===== src/rtl/udpf_pkg.sv =====
package udpf_pkg;

    typedef enum logic [2:0] {
        ST_IDLE,
        ST_CLR,
        ST_SUM,
        ST_HDR,
        ST_PAY
    } state_t;

    typedef struct packed {
        logic [47:0] dmac;
        logic [47:0] smac;
        logic [31:0] sip;
        logic [31:0] dip;
        logic [15:0] sport;
        logic [15:0] dport;
        logic [15:0] ident;
        logic [15:0] frag;
        logic [15:0] ip_len;
        logic [15:0] udp_len;
    } hdr_t;

    localparam int          HDR_WORDS  = 10;
    localparam int          SUM_WORDS  = 5;
    localparam int          IP_HDR_B   = 20;
    localparam int          UDP_HDR_B  = 8;
    localparam logic [15:0] ETYPE_IPV4 = 16'h0800;
    localparam logic [15:0] VER_IHL    = 16'h4500;
    localparam logic [7:0]  PROTO_UDP  = 8'h11;

    function automatic logic [31:0] keep_mask(input logic [3:0] keep);
        logic [31:0] m;
        for (int b = 0; b < 4; b++) begin
            m[8*b +: 8] = {8{keep[b]}};
        end
        return m;
    endfunction

    function automatic logic [3:0] tail_keep(input logic [1:0] rem);
        logic [3:0] k;
        unique case (rem)
            2'd0: k = 4'hF;
            2'd1: k = 4'h8;
            2'd2: k = 4'hC;
            2'd3: k = 4'hE;
        endcase
        return k;
    endfunction

endpackage


===== src/rtl/udpf_csum.sv =====
module udpf_csum #(
    parameter int N_WORDS = 5
) (
    input  logic        clk,
    input  logic        rst_n,
    input  logic        clr,
    input  logic        add_en,
    input  logic [31:0] word,
    output logic [15:0] csum
);
    localparam int ACC_W = 16 + $clog2(2 * N_WORDS);

    logic [ACC_W-1:0] acc_q;
    logic [16:0]      fold1;
    logic [15:0]      fold2;

    always_ff @(posedge clk) begin
        if (!rst_n) begin
            acc_q <= '0;
        end else if (clr) begin
            acc_q <= '0;
        end else if (add_en) begin
            acc_q <= acc_q + ACC_W'(word[31:16]) + ACC_W'(word[15:0]);
        end
    end

    always_comb begin
        fold1 = {1'b0, acc_q[15:0]} + 17'(acc_q[ACC_W-1:16]);
        fold2 = fold1[15:0] + 16'(fold1[16]);
        csum  = ~fold2;
    end

endmodule


===== src/rtl/udpf_hdr.sv =====
module udpf_hdr
    import udpf_pkg::*;
#(
    parameter logic [7:0] TTL = 8'h40
) (
    input  hdr_t        fld,
    input  logic [3:0]  hdr_idx,
    input  logic [2:0]  sum_idx,
    input  logic [15:0] csum,
    output logic [31:0] hdr_word,
    output logic [31:0] sum_word
);

    always_comb begin
        unique case (hdr_idx)
            4'd0:    hdr_word = fld.dmac[47:16];
            4'd1:    hdr_word = {fld.dmac[15:0], fld.smac[47:32]};
            4'd2:    hdr_word = fld.smac[31:0];
            4'd3:    hdr_word = {ETYPE_IPV4, VER_IHL};
            4'd4:    hdr_word = {fld.ip_len, fld.ident};
            4'd5:    hdr_word = {fld.frag, TTL, PROTO_UDP};
            4'd6:    hdr_word = {csum, fld.sip[31:16]};
            4'd7:    hdr_word = {fld.sip[15:0], fld.dip[31:16]};
            4'd8:    hdr_word = {fld.dip[15:0], fld.sport};
            4'd9:    hdr_word = {fld.dport, fld.udp_len};
            default: hdr_word = '0;
        endcase
    end

    always_comb begin
        unique case (sum_idx)
            3'd0:    sum_word = {VER_IHL, fld.ip_len};
            3'd1:    sum_word = {fld.ident, fld.frag};
            3'd2:    sum_word = {TTL, PROTO_UDP, 16'h0000};
            3'd3:    sum_word = fld.sip;
            3'd4:    sum_word = fld.dip;
            default: sum_word = '0;
        endcase
    end

endmodule


===== src/rtl/udpf_align.sv =====
module udpf_align (
    input  logic        clk,
    input  logic        rst_n,
    input  logic        first,
    input  logic        have_in,
    input  logic        take,
    input  logic [31:0] in_data,
    output logic [31:0] out_word
);
    logic [15:0] low_q;

    always_ff @(posedge clk) begin
        if (!rst_n) begin
            low_q <= '0;
        end else if (take) begin
            low_q <= in_data[15:0];
        end
    end

    always_comb begin
        out_word[31:16] = first   ? 16'h0000        : low_q;
        out_word[15:0]  = have_in ? in_data[31:16] : 16'h0000;
    end

endmodule


===== src/rtl/udpf_tx.sv =====
module udpf_tx
    import udpf_pkg::*;
#(
    parameter int         PLEN_W = 16,
    parameter logic [7:0] TTL    = 8'h40
) (
    input  logic              clk,
    input  logic              rst_n,
    input  logic              start,
    input  logic [47:0]       dst_mac,
    input  logic [47:0]       src_mac,
    input  logic [31:0]       src_ip,
    input  logic [31:0]       dst_ip,
    input  logic [15:0]       src_port,
    input  logic [15:0]       dst_port,
    input  logic [15:0]       ident,
    input  logic [15:0]       frag,
    input  logic [PLEN_W-1:0] pay_len,
    output logic              busy,
    input  logic [31:0]       pay_data,
    input  logic              pay_valid,
    output logic              pay_ready,
    output logic [31:0]       tx_data,
    output logic              tx_valid,
    input  logic              tx_ready,
    output logic              tx_last,
    output logic [3:0]        tx_keep
);
    localparam int          CNT_W    = PLEN_W + 1;
    localparam logic [3:0]  HDR_LAST = 4'(HDR_WORDS - 1);
    localparam logic [2:0]  SUM_LAST = 3'(SUM_WORDS - 1);

    state_t            state_q, state_d;
    hdr_t              fld_q;
    logic [3:0]        idx_q;
    logic [CNT_W-1:0]  j_q;
    logic [CNT_W-1:0]  pwords_q;
    logic [CNT_W-1:0]  owords_q;
    logic [3:0]        lkeep_q;

    logic [CNT_W-1:0]  plen_ext;
    logic [1:0]        tail_rem;
    logic              hdr_phase;
    logic              pay_phase;
    logic              have_in;
    logic              final_word;
    logic              word_take;
    logic              csum_clr;
    logic              csum_add;
    logic [15:0]       csum;
    logic [31:0]       hdr_word;
    logic [31:0]       sum_word;
    logic [31:0]       pay_word;

    assign plen_ext = CNT_W'(pay_len);
    assign tail_rem = pay_len[1:0] + 2'd2;

    // State register, counters and field capture
    always_ff @(posedge clk) begin
        if (!rst_n) begin
            state_q  <= ST_IDLE;
            fld_q    <= '0;
            idx_q    <= '0;
            j_q      <= '0;
            pwords_q <= '0;
            owords_q <= '0;
            lkeep_q  <= 4'hF;
        end else begin
            state_q <= state_d;
            unique case (state_q)
                ST_IDLE: begin
                    if (start) begin
                        fld_q.dmac    <= dst_mac;
                        fld_q.smac    <= src_mac;
                        fld_q.sip     <= src_ip;
                        fld_q.dip     <= dst_ip;
                        fld_q.sport   <= src_port;
                        fld_q.dport   <= dst_port;
                        fld_q.ident   <= ident;
                        fld_q.frag    <= frag;
                        fld_q.ip_len  <= 16'(pay_len) + 16'(IP_HDR_B + UDP_HDR_B);
                        fld_q.udp_len <= 16'(pay_len) + 16'(UDP_HDR_B);
                        pwords_q      <= (plen_ext + CNT_W'(3)) >> 2;
                        owords_q      <= (plen_ext + CNT_W'(5)) >> 2;
                        lkeep_q       <= tail_keep(tail_rem);
                    end
                end
                ST_CLR: begin
                    idx_q <= '0;
                    j_q   <= '0;
                end
                ST_SUM: begin
                    idx_q <= (idx_q[2:0] == SUM_LAST) ? 4'd0 : idx_q + 4'd1;
                end
                ST_HDR: begin
                    if (tx_ready) begin
                        idx_q <= idx_q + 4'd1;
                    end
                end
                ST_PAY: begin
                    if (word_take) begin
                        j_q <= j_q + CNT_W'(1);
                    end
                end
                default: ;
            endcase
        end
    end

    // Next state
    always_comb begin
        state_d = state_q;
        unique case (state_q)
            ST_IDLE: if (start) state_d = ST_CLR;
            ST_CLR:  state_d = ST_SUM;
            ST_SUM:  if (idx_q[2:0] == SUM_LAST) state_d = ST_HDR;
            ST_HDR:  if (tx_ready && idx_q == HDR_LAST) state_d = ST_PAY;
            ST_PAY:  if (word_take && final_word) state_d = ST_IDLE;
            default: state_d = ST_IDLE;
        endcase
    end

    // Outputs
    always_comb begin
        hdr_phase  = (state_q == ST_HDR);
        pay_phase  = (state_q == ST_PAY);
        busy       = (state_q != ST_IDLE);
        csum_clr   = (state_q == ST_CLR);
        csum_add   = (state_q == ST_SUM);
        have_in    = (j_q < pwords_q);
        final_word = (j_q == owords_q - CNT_W'(1));
        tx_valid   = 1'b0;
        tx_data    = '0;
        tx_last    = 1'b0;
        tx_keep    = 4'hF;
        pay_ready  = 1'b0;
        unique case (state_q)
            ST_HDR: begin
                tx_valid = 1'b1;
                tx_data  = hdr_word;
            end
            ST_PAY: begin
                tx_valid  = have_in ? pay_valid : 1'b1;
                tx_last   = final_word;
                tx_keep   = final_word ? lkeep_q : 4'hF;
                tx_data   = pay_word & keep_mask(tx_keep);
                pay_ready = have_in && tx_ready;
            end
            default: ;
        endcase
        word_take = pay_phase && tx_valid && tx_ready;
    end

    udpf_csum #(
        .N_WORDS (SUM_WORDS)
    ) u_csum (
        .clk    (clk),
        .rst_n  (rst_n),
        .clr    (csum_clr),
        .add_en (csum_add),
        .word   (sum_word),
        .csum   (csum)
    );

    udpf_hdr #(
        .TTL (TTL)
    ) u_hdr (
        .fld      (fld_q),
        .hdr_idx  (idx_q),
        .sum_idx  (idx_q[2:0]),
        .csum     (csum),
        .hdr_word (hdr_word),
        .sum_word (sum_word)
    );

    udpf_align u_align (
        .clk      (clk),
        .rst_n    (rst_n),
        .first    (j_q == '0),
        .have_in  (have_in),
        .take     (pay_valid && pay_ready),
        .in_data  (pay_data),
        .out_word (pay_word)
    );

endmodule


===== config.mk =====
export PLATFORM = sky130hd
export DESIGN_NAME = udpf_tx
export DESIGN_NICKNAME = d
export VERILOG_FILES = /design/src/rtl/udpf_pkg.sv /design/src/rtl/udpf_csum.sv /design/src/rtl/udpf_hdr.sv /design/src/rtl/udpf_align.sv /design/src/rtl/udpf_tx.sv
export SDC_FILE = /design/constraint.sdc
export NUM_CORES = 1
export LEC_CHECK = 0
export CORE_MARGIN = 1
export CORE_UTILIZATION = 45
export DETAILED_ROUTE_END_ITERATION = 8
export PLACE_DENSITY = 0.74
export SYNTH_ARGS = -nofsm -noshare
export SYNTH_HDL_FRONTEND = slang
export SYNTH_SLANG_ARGS = --single-unit

===== constraint.sdc =====
create_clock -name clk -period 5.9 [get_ports clk]
set_clock_uncertainty 0.1 [all_clocks]
set_input_delay 1.18 -clock clk [delete_from_list [all_inputs] [get_ports clk]]
set_output_delay 1.18 -clock clk [all_outputs]
set_load 0.005 [all_outputs]

Word-level counts from Yosys, hierarchy flattened
Index checks and enable logic that the tools add are counted.
W data, S select, Z words.
{ "word_totals": {"reg_bits": 350, "output_inout_bits": 40, "word_cells": 102, "in_bits": 277} }
{ "op_classes": {"n_reduce_logical": 19, "muxes": 22, "bitwise": 3, "n_eq_ne": 27, "addsub": 12, "n_lt_le_gt_ge": 1} }
{ "ops": {"columns": ["operator", "count"], "rows": [
  ["$pmux W32 S10", 1],
  ["$pmux W32 S5", 1],
  ["$pmux W32 S2", 1],
  ["$add A20 B16 Y20", 2],
  ["$pmux W17 S2", 1],
  ["$and A32 B32 Y32", 1],
  ["$mux W16", 2],
  ["$add A16 B2 Y17 const B", 1],
  ["$add A16 B3 Y17 const B", 1],
  ["$add A16 B4 Y17", 1],
  ["$add A17 B1 Y17 const B", 1],
  ["$eq A17 B17 Y1", 1],
  ["$logic_not A17 Y1", 1],
  ["$lt A17 B15 Y1", 1],
  ["$mux W17", 1],
  ["$add A16 B1 Y16", 1],
  ["$add A16 B4 Y16 const B", 1],
  ["$add A16 B5 Y16 const B", 1],
  ["$eq A4 B3 Y1 const B", 4],
  ["$mux W4", 4],
  ["$not A16 Y16", 1],
  ["$pmux W4 S4", 1],
  ["$sub A15 B1 Y16 const B", 1],
  ["$pmux W3 S5", 1],
  ["other kinds (26)", 52]
]} }

Logic depth before layout (Yosys ltp)
{ "logic_depth": {"ltp_word": 8, "mapped_depth": 20, "depth_no_buf": 18} }

Cells and area by module
A second synthesis with hierarchy kept.
{ "hier_totals": {"cells_unflattened": 2581, "area_unflattened_um2": 20070.5} }
{ "by_module_without_submodules": {"columns": ["module", "instances", "area_per_inst_um2", "seq_area_each_um2", "cells_each"], "rows": [
  ["udpf_tx", 1, 13435.4, 6226.0, 1726],
  ["udpf_hdr", 1, 3131.8, 0.0, 463],
  ["udpf_csum", 1, 2678.8, 400.4, 307],
  ["udpf_align", 1, 824.5, 320.3, 85]
]} }

Worst setup path after synthesis
Ideal clock, no wire load.
{ "synth_timing": {"path_type": "reg-to-reg", "from": "register idx_q[2]", "to": "register u_csum.acc_q[17]", "path_slack_ps": 1249, "setup_time_ps": 116, "stages_incl_launch_ff": 19, "arrival_ps": 4435, "n_path_buf": 3, "period_less_slack_ps": 4651, "path_cell_list": "dfxtp_1 buf_1 buf_1 clkbuf_1 mux2_2 a222oi_1 fa_1 inv_1 ha_1 inv_1 fa_1 nor2b_1 o31a_1 o211ai_1 a21oi_1 nor3_1 o31ai_1 a211oi_1 a31o_2"} }
{ "synth_between": {"elab_chain_cells": 4, "word_cells_on_any_way": 8, "classes_between": "2 x add/sub; 4 x eq/ne; 1 x mux; 1 x reduce/logical"} }
{ "synth_rtl": {"columns": ["item", "line_no", "source"], "rows": [
  ["from (decl)", "udpf_tx.sv:35", "logic [3:0] idx_q;"],
  ["from (signal assigned)", "udpf_tx.sv:93", "idx_q <= (idx_q[2:0] == SUM_LAST) ? 4'd0 : idx_q + 4'd1;"],
  ["from (signal assigned)", "udpf_tx.sv:97", "idx_q <= idx_q + 4'd1;"],
  ["$eq A3 B3 Y1, or another cell as far along", "udpf_hdr.sv:31", "unique case (sum_idx)"],
  ["$pmux W32 S5 *", "udpf_hdr.sv:31", null],
  ["$add A20 B16 Y20", "udpf_csum.sv:23", "acc_q <= acc_q + ACC_W'(word[31:16]) + ACC_W'(word[15:0]);"],
  ["$add A20 B16 Y20 *", "udpf_csum.sv:23", null],
  ["to (signal assigned)", "udpf_csum.sv:23", null],
  ["to (decl)", "udpf_csum.sv:13", "logic [ACC_W-1:0] acc_q;"]
]} }
Mark *: on every way between the ends. The rest lies on a longest branch, timed or not.
A chain may end at the register's enable or synchronous reset.

Worst setup path after layout
{ "layout_timing": {"from": "register u_csum.acc_q[16]", "to": "output tx_data[23]"} }
{ "layout_between": {"elab_chain_cells": 5} }
{ "layout_rtl": {"columns": ["item", "line_no", "source"], "rows": [
  ["$add A16 B4 Y17", "udpf_csum.sv:28", "fold1 = {1'b0, acc_q[15:0]} + 17'(acc_q[ACC_W-1:16]);"],
  ["$add A16 B1 Y16", "udpf_csum.sv:29", "fold2 = fold1[15:0] + 16'(fold1[16]);"],
  ["$not A16 Y16", "udpf_csum.sv:30", "csum = ~fold2;"],
  ["$pmux W32 S10", "udpf_hdr.sv:15", "unique case (hdr_idx)"],
  ["$pmux W32 S2", "udpf_tx.sv:137", "unique case (state_q)"],
  ["to (decl)", "udpf_tx.sv:23", "output logic [31:0] tx_data,"]
]} }
Every way passes these cells.

==> impl_metrics.py <==
metrics = {
    "critical_path": {
        "worstPathRequired_ns": 4.62,
        "rr_worst_depth": 16,
        "arrival_ns": 4.36,
        "path_class": "reg -> out",
        "cp-end-kind": "primary output",
        "cp_max_fo": 6,
        "r2r_slack_ns": 1.00,
        "r2r_end": "u_csum.acc_q[17]",
        "worstReg2RegStart": "idx_q[0]",
        "cp-start-kind": "register",
    },
    "clock_tree": {
        "cts_max_path_buffers": 3,
        "h-tree-depth": 2,
        "clk_latency_ns": 0.56,
        "root_buffer": "clkbuf_16",
        "cts_tree": "built",
        "cts_buffers": 37,
        "clk_pin_slew_worst_paths_ns": 0.06,
        "cts.sinks": 347,
        "cts_setup_buffers": 0,
    },
    "worst_hold_path": {
        "hold_end": "fld_q[198]",
        "hold_class": "reg -> reg",
        "worst_hold_startpoint": "fld_q[198]",
        "holdPathStages": 2,
    },
    "drt": {
        "ant_nets": 0,
        "via_count": 19374,
        "drc": 12,
        "wire_per_inst_microns": 22.8,
        "viasPerCell": 6.06,
        "initialDrtViolationCount": 2708,
        "dr.pass1.iters": 9,
        "wl_mm": 73.0,
    },
    "global_routing": {
        "grt_antenna_before_repair": 1,
        "grt_first_pass_wirelength_mm": 108,
        "first_global_vias": 17553,
        "grt-ovfl-total": 0,
        "grt_max_degree": 155,
        "grt_usage_pct": 34.0,
    },
    "power": {
        "switching_power_uw": 1750,
        "p_clk_share_pct": 39.9,
        "irDropWorstVdd_v": 0.000197,
        "leakage_uw": 0.00863,
        "swShare_pct": 28.5,
        "p_comb_share_pct": 16.7,
        "p_int_uw": 4390,
        "powerDensity_nw_per_um2": 263,
        "pwr-share-seq_pct": 43.4,
    },
    "logic_synthesis": {
        "ys_types": 76,
        "synth_area_sq_um": 18500,
        "ys_top_cells_by_area": "dfxtp_1 (37%), nand2_1 (12%), a21oi_1 (8.4%), ha_1 (3.6%), clkbuf_1 (3.5%)",
        "syn_avg_cell_area_sq_um": 7.61,
        "netlist_top_cells_count": "nand2_1 (593), dfxtp_1 (347), a21oi_1 (311)",
        "yosysWarnings": 0,
        "synth-seq-cells": 347,
        "synth-edff-count": 0,
        "synthCells": 2438,
        "synth_fp_nets": 2787,
        "yosys.area.top_type": "dfxtp_1",
        "ys_seq_area_share_pct": 37.5,
        "synth_flop_cell": "dfxtp_1",
        "yosysMostFrequentCell": "nand2_1",
        "synth_top_area_share_pct": 37.5,
        "async_reset_ff_share_pct": 0,
    },
    "die": {
        "die_area_sq_um": 42000,
        "core_sq_um": 40700,
        "ios": 317,
        "rows": 74,
        "die_h_microns": 205,
        "chipWidth_microns": 205,
        "start_util_pct": 45.5,
    },
    "sta": {
        "rsz0062_at_grt": "false",
        "timing.fmax_ghz": 0.177,
        "period_minus_slack_ns": 5.64,
        "drv_slew": 0,
        "max_slew_margin_pct": 20.9,
        "final-setup-viol-count": 0,
        "worst_pin_slew_ns": 1.17,
        "fin_setup_tns_ns": 0,
        "finalHoldViolCount": 0,
        "fin_crit_sh_pct": 95.6,
    },
    "run": {
        "maxCapViolCount": 0,
    },
    "final_layout": {
        "seqCellArea_sq_um": 6950,
        "fillers": 3807,
        "drive_gt1_share_pct": 5.40,
        "insertedDiodeCount": 0,
        "final_core_util_pct": 57.3,
        "multiInputGateArea_sq_um": 10600,
        "num-nets-final": 2989,
        "synthToLayoutAreaGrowth_pct": 25.8,
    },
    "placed_design": {
        "dp.final_hpwl_mm": 55.0,
        "place.gp.congestion": 0.993,
        "numPortBuffers": 315,
    },
    "run_status": {
        "violations": "design-rule violations",
        "status": "complete, but fails checks",
    },
}
## area by class of cell
class	instances	share of cell area, %
clock buffers	51	4.59
clock inverters	13	0.821
inverters	97	1.59
multi-input cells	1805	45.4
flip-flops and latches	347	29.8
well taps	532	2.85
repair buffers	352	15.0
## routing by layer
layer / vias to the layer above / share of wire [%] / routed length [microns] / track usage [%]
li1: 8909 / - / - / -
met3: 153 / 9.9 / 7240 / 5.71
met1: 9222 / 43 / 31200 / 48.4
met5: - / 0 / 0 / 0
met2: 1090 / 43 / 31600 / 50.9
met4: 0 / 4.1 / 2990 / 12.9
## how the worst max path moves through the flow
stage,from,to
final,u_csum.acc_q[16],tx_data[23]
after global routing,u_csum.acc_q[16],tx_data[23]
after CTS,u_csum.acc_q[16],tx_data[28]
after detailed placement,u_csum.acc_q[16],tx_data[28]
after global placement,u_csum.acc_q[16],tx_data[26]
after floorplan,idx_q[2],u_csum.acc_q[17]
## critical path: stages, from the launching register on
cell and delay (ns):
dfxtp_1 0.38, ha_1 0.18, inv_1 0.05, fa_1 0.39
nand2b_1 0.16, a21oi_1 0.12, buf_4 0.16, nand2b_1 0.15
nor2_2 0.17, ha_1 0.19, nand3_1 0.11, nor3_1 0.25
a21boi_0 0.21, xor2_1 0.22, a221oi_1 0.39, o22ai_1 0.18
clkdlybuf4s50_1 0.50
## kinds of logic after synthesis
| family | Yosys count | share of synthesized area, % |
|---|---|---|
| XOR/XNOR | 88 | 4.16 |
| AO/OA/AOI/OAI | 698 | 24.0 |
| multiplexers | 37 | 2.10 |
| other | 1 | 0.0202 |
| AND/OR/NAND/NOR | 908 | 20.8 |
| adder cells (fa/ha/maj) | 73 | 5.64 |
| buffers and inverters | 286 | 5.81 |
| flip-flops | 347 | 37.5 |
## stage by stage
step | hold slack [ns] | total power, uW | area [sq um] | worst slack [ns] | instances
after floorplan | 0.332 | 3230 | 18500 | 1.25 | 2438
after global placement | 0.343 | 3690 | 22000 | 0.744 | 3133
after detailed placement | 0.347 | 3710 | 22000 | 0.592 | 3133
after CTS | 0.356 | 6130 | 23300 | 0.00925 | 3197
after global routing | 0.369 | 6340 | 23300 | 0.0289 | 3197
final | 0.356 | 6140 | 23300 | 0.259 | 3197
## flip-flops by register name (all words and copies together), names as in the netlist
name	flops
lkeep_q	3
state_q	3
idx_q	4
fld_q	254
pwords_q	15
u_csum.acc_q	20
owords_q	15
u_align.low_q	16
j_q	17
## power groups by stage
stage | Sequential (uW) | Clock (uW) | Combinational [uW]
2_1_floorplan | 2620 | 0 | 605
3_3_place_gp | 2700 | 0 | 985
3_5_place_dp | 2710 | 0 | 1000
4_1_cts | 2660 | 2460 | 1010
5_1_grt | 2670 | 2560 | 1110
6_report | 2660 | 2450 | 1020
## repair_timing
action                                  4_1_cts  5_1_grt
endpoints found under the setup margin        0        6
hold buffers                                  0        0
hold endpoints to repair                      0        0
resized for setup                             0        7
## placed cells by master (no fill, tap or decap), types with 8 or more instances in the layout
master | netlist | layout
a21oi_1 | 311 | 310
nand3_1 | 52 | 52
xnor2_1 | 57 | 57
a221oi_1 | 13 | 12
dfxtp_1 | 347 | 346
a31oi_1 | 15 | 15
nor2_1 | 122 | 121
a22o_1 | 9 | 9
fa_1 | 18 | 18
nand2_1 | 593 | 592
or3_1 | 34 | 34
a311oi_1 | 14 | 14
mux2i_1 | 21 | 21
a41o_1 | 8 | 8
buf_4 | 1 | 32
o22ai_1 | 16 | 16
nand4_1 | 8 | 8
o21ai_1 | 8 | 8
mux2_2 | 16 | 16
clkdlybuf4s50_1 | 0 | 314
inv_1 | 97 | 96
and2_1 | 11 | 9
clkbuf_16 | 0 | 38
and3_1 | 11 | 11
a222oi_1 | 40 | 40
a211oi_1 | 49 | 49
o21ai_0 | 87 | 87
xor2_1 | 31 | 31
nor2b_1 | 12 | 11
a22oi_1 | 66 | 66
ha_1 | 54 | 52
nor3_1 | 24 | 23
(Power assumes the default switching activity.)
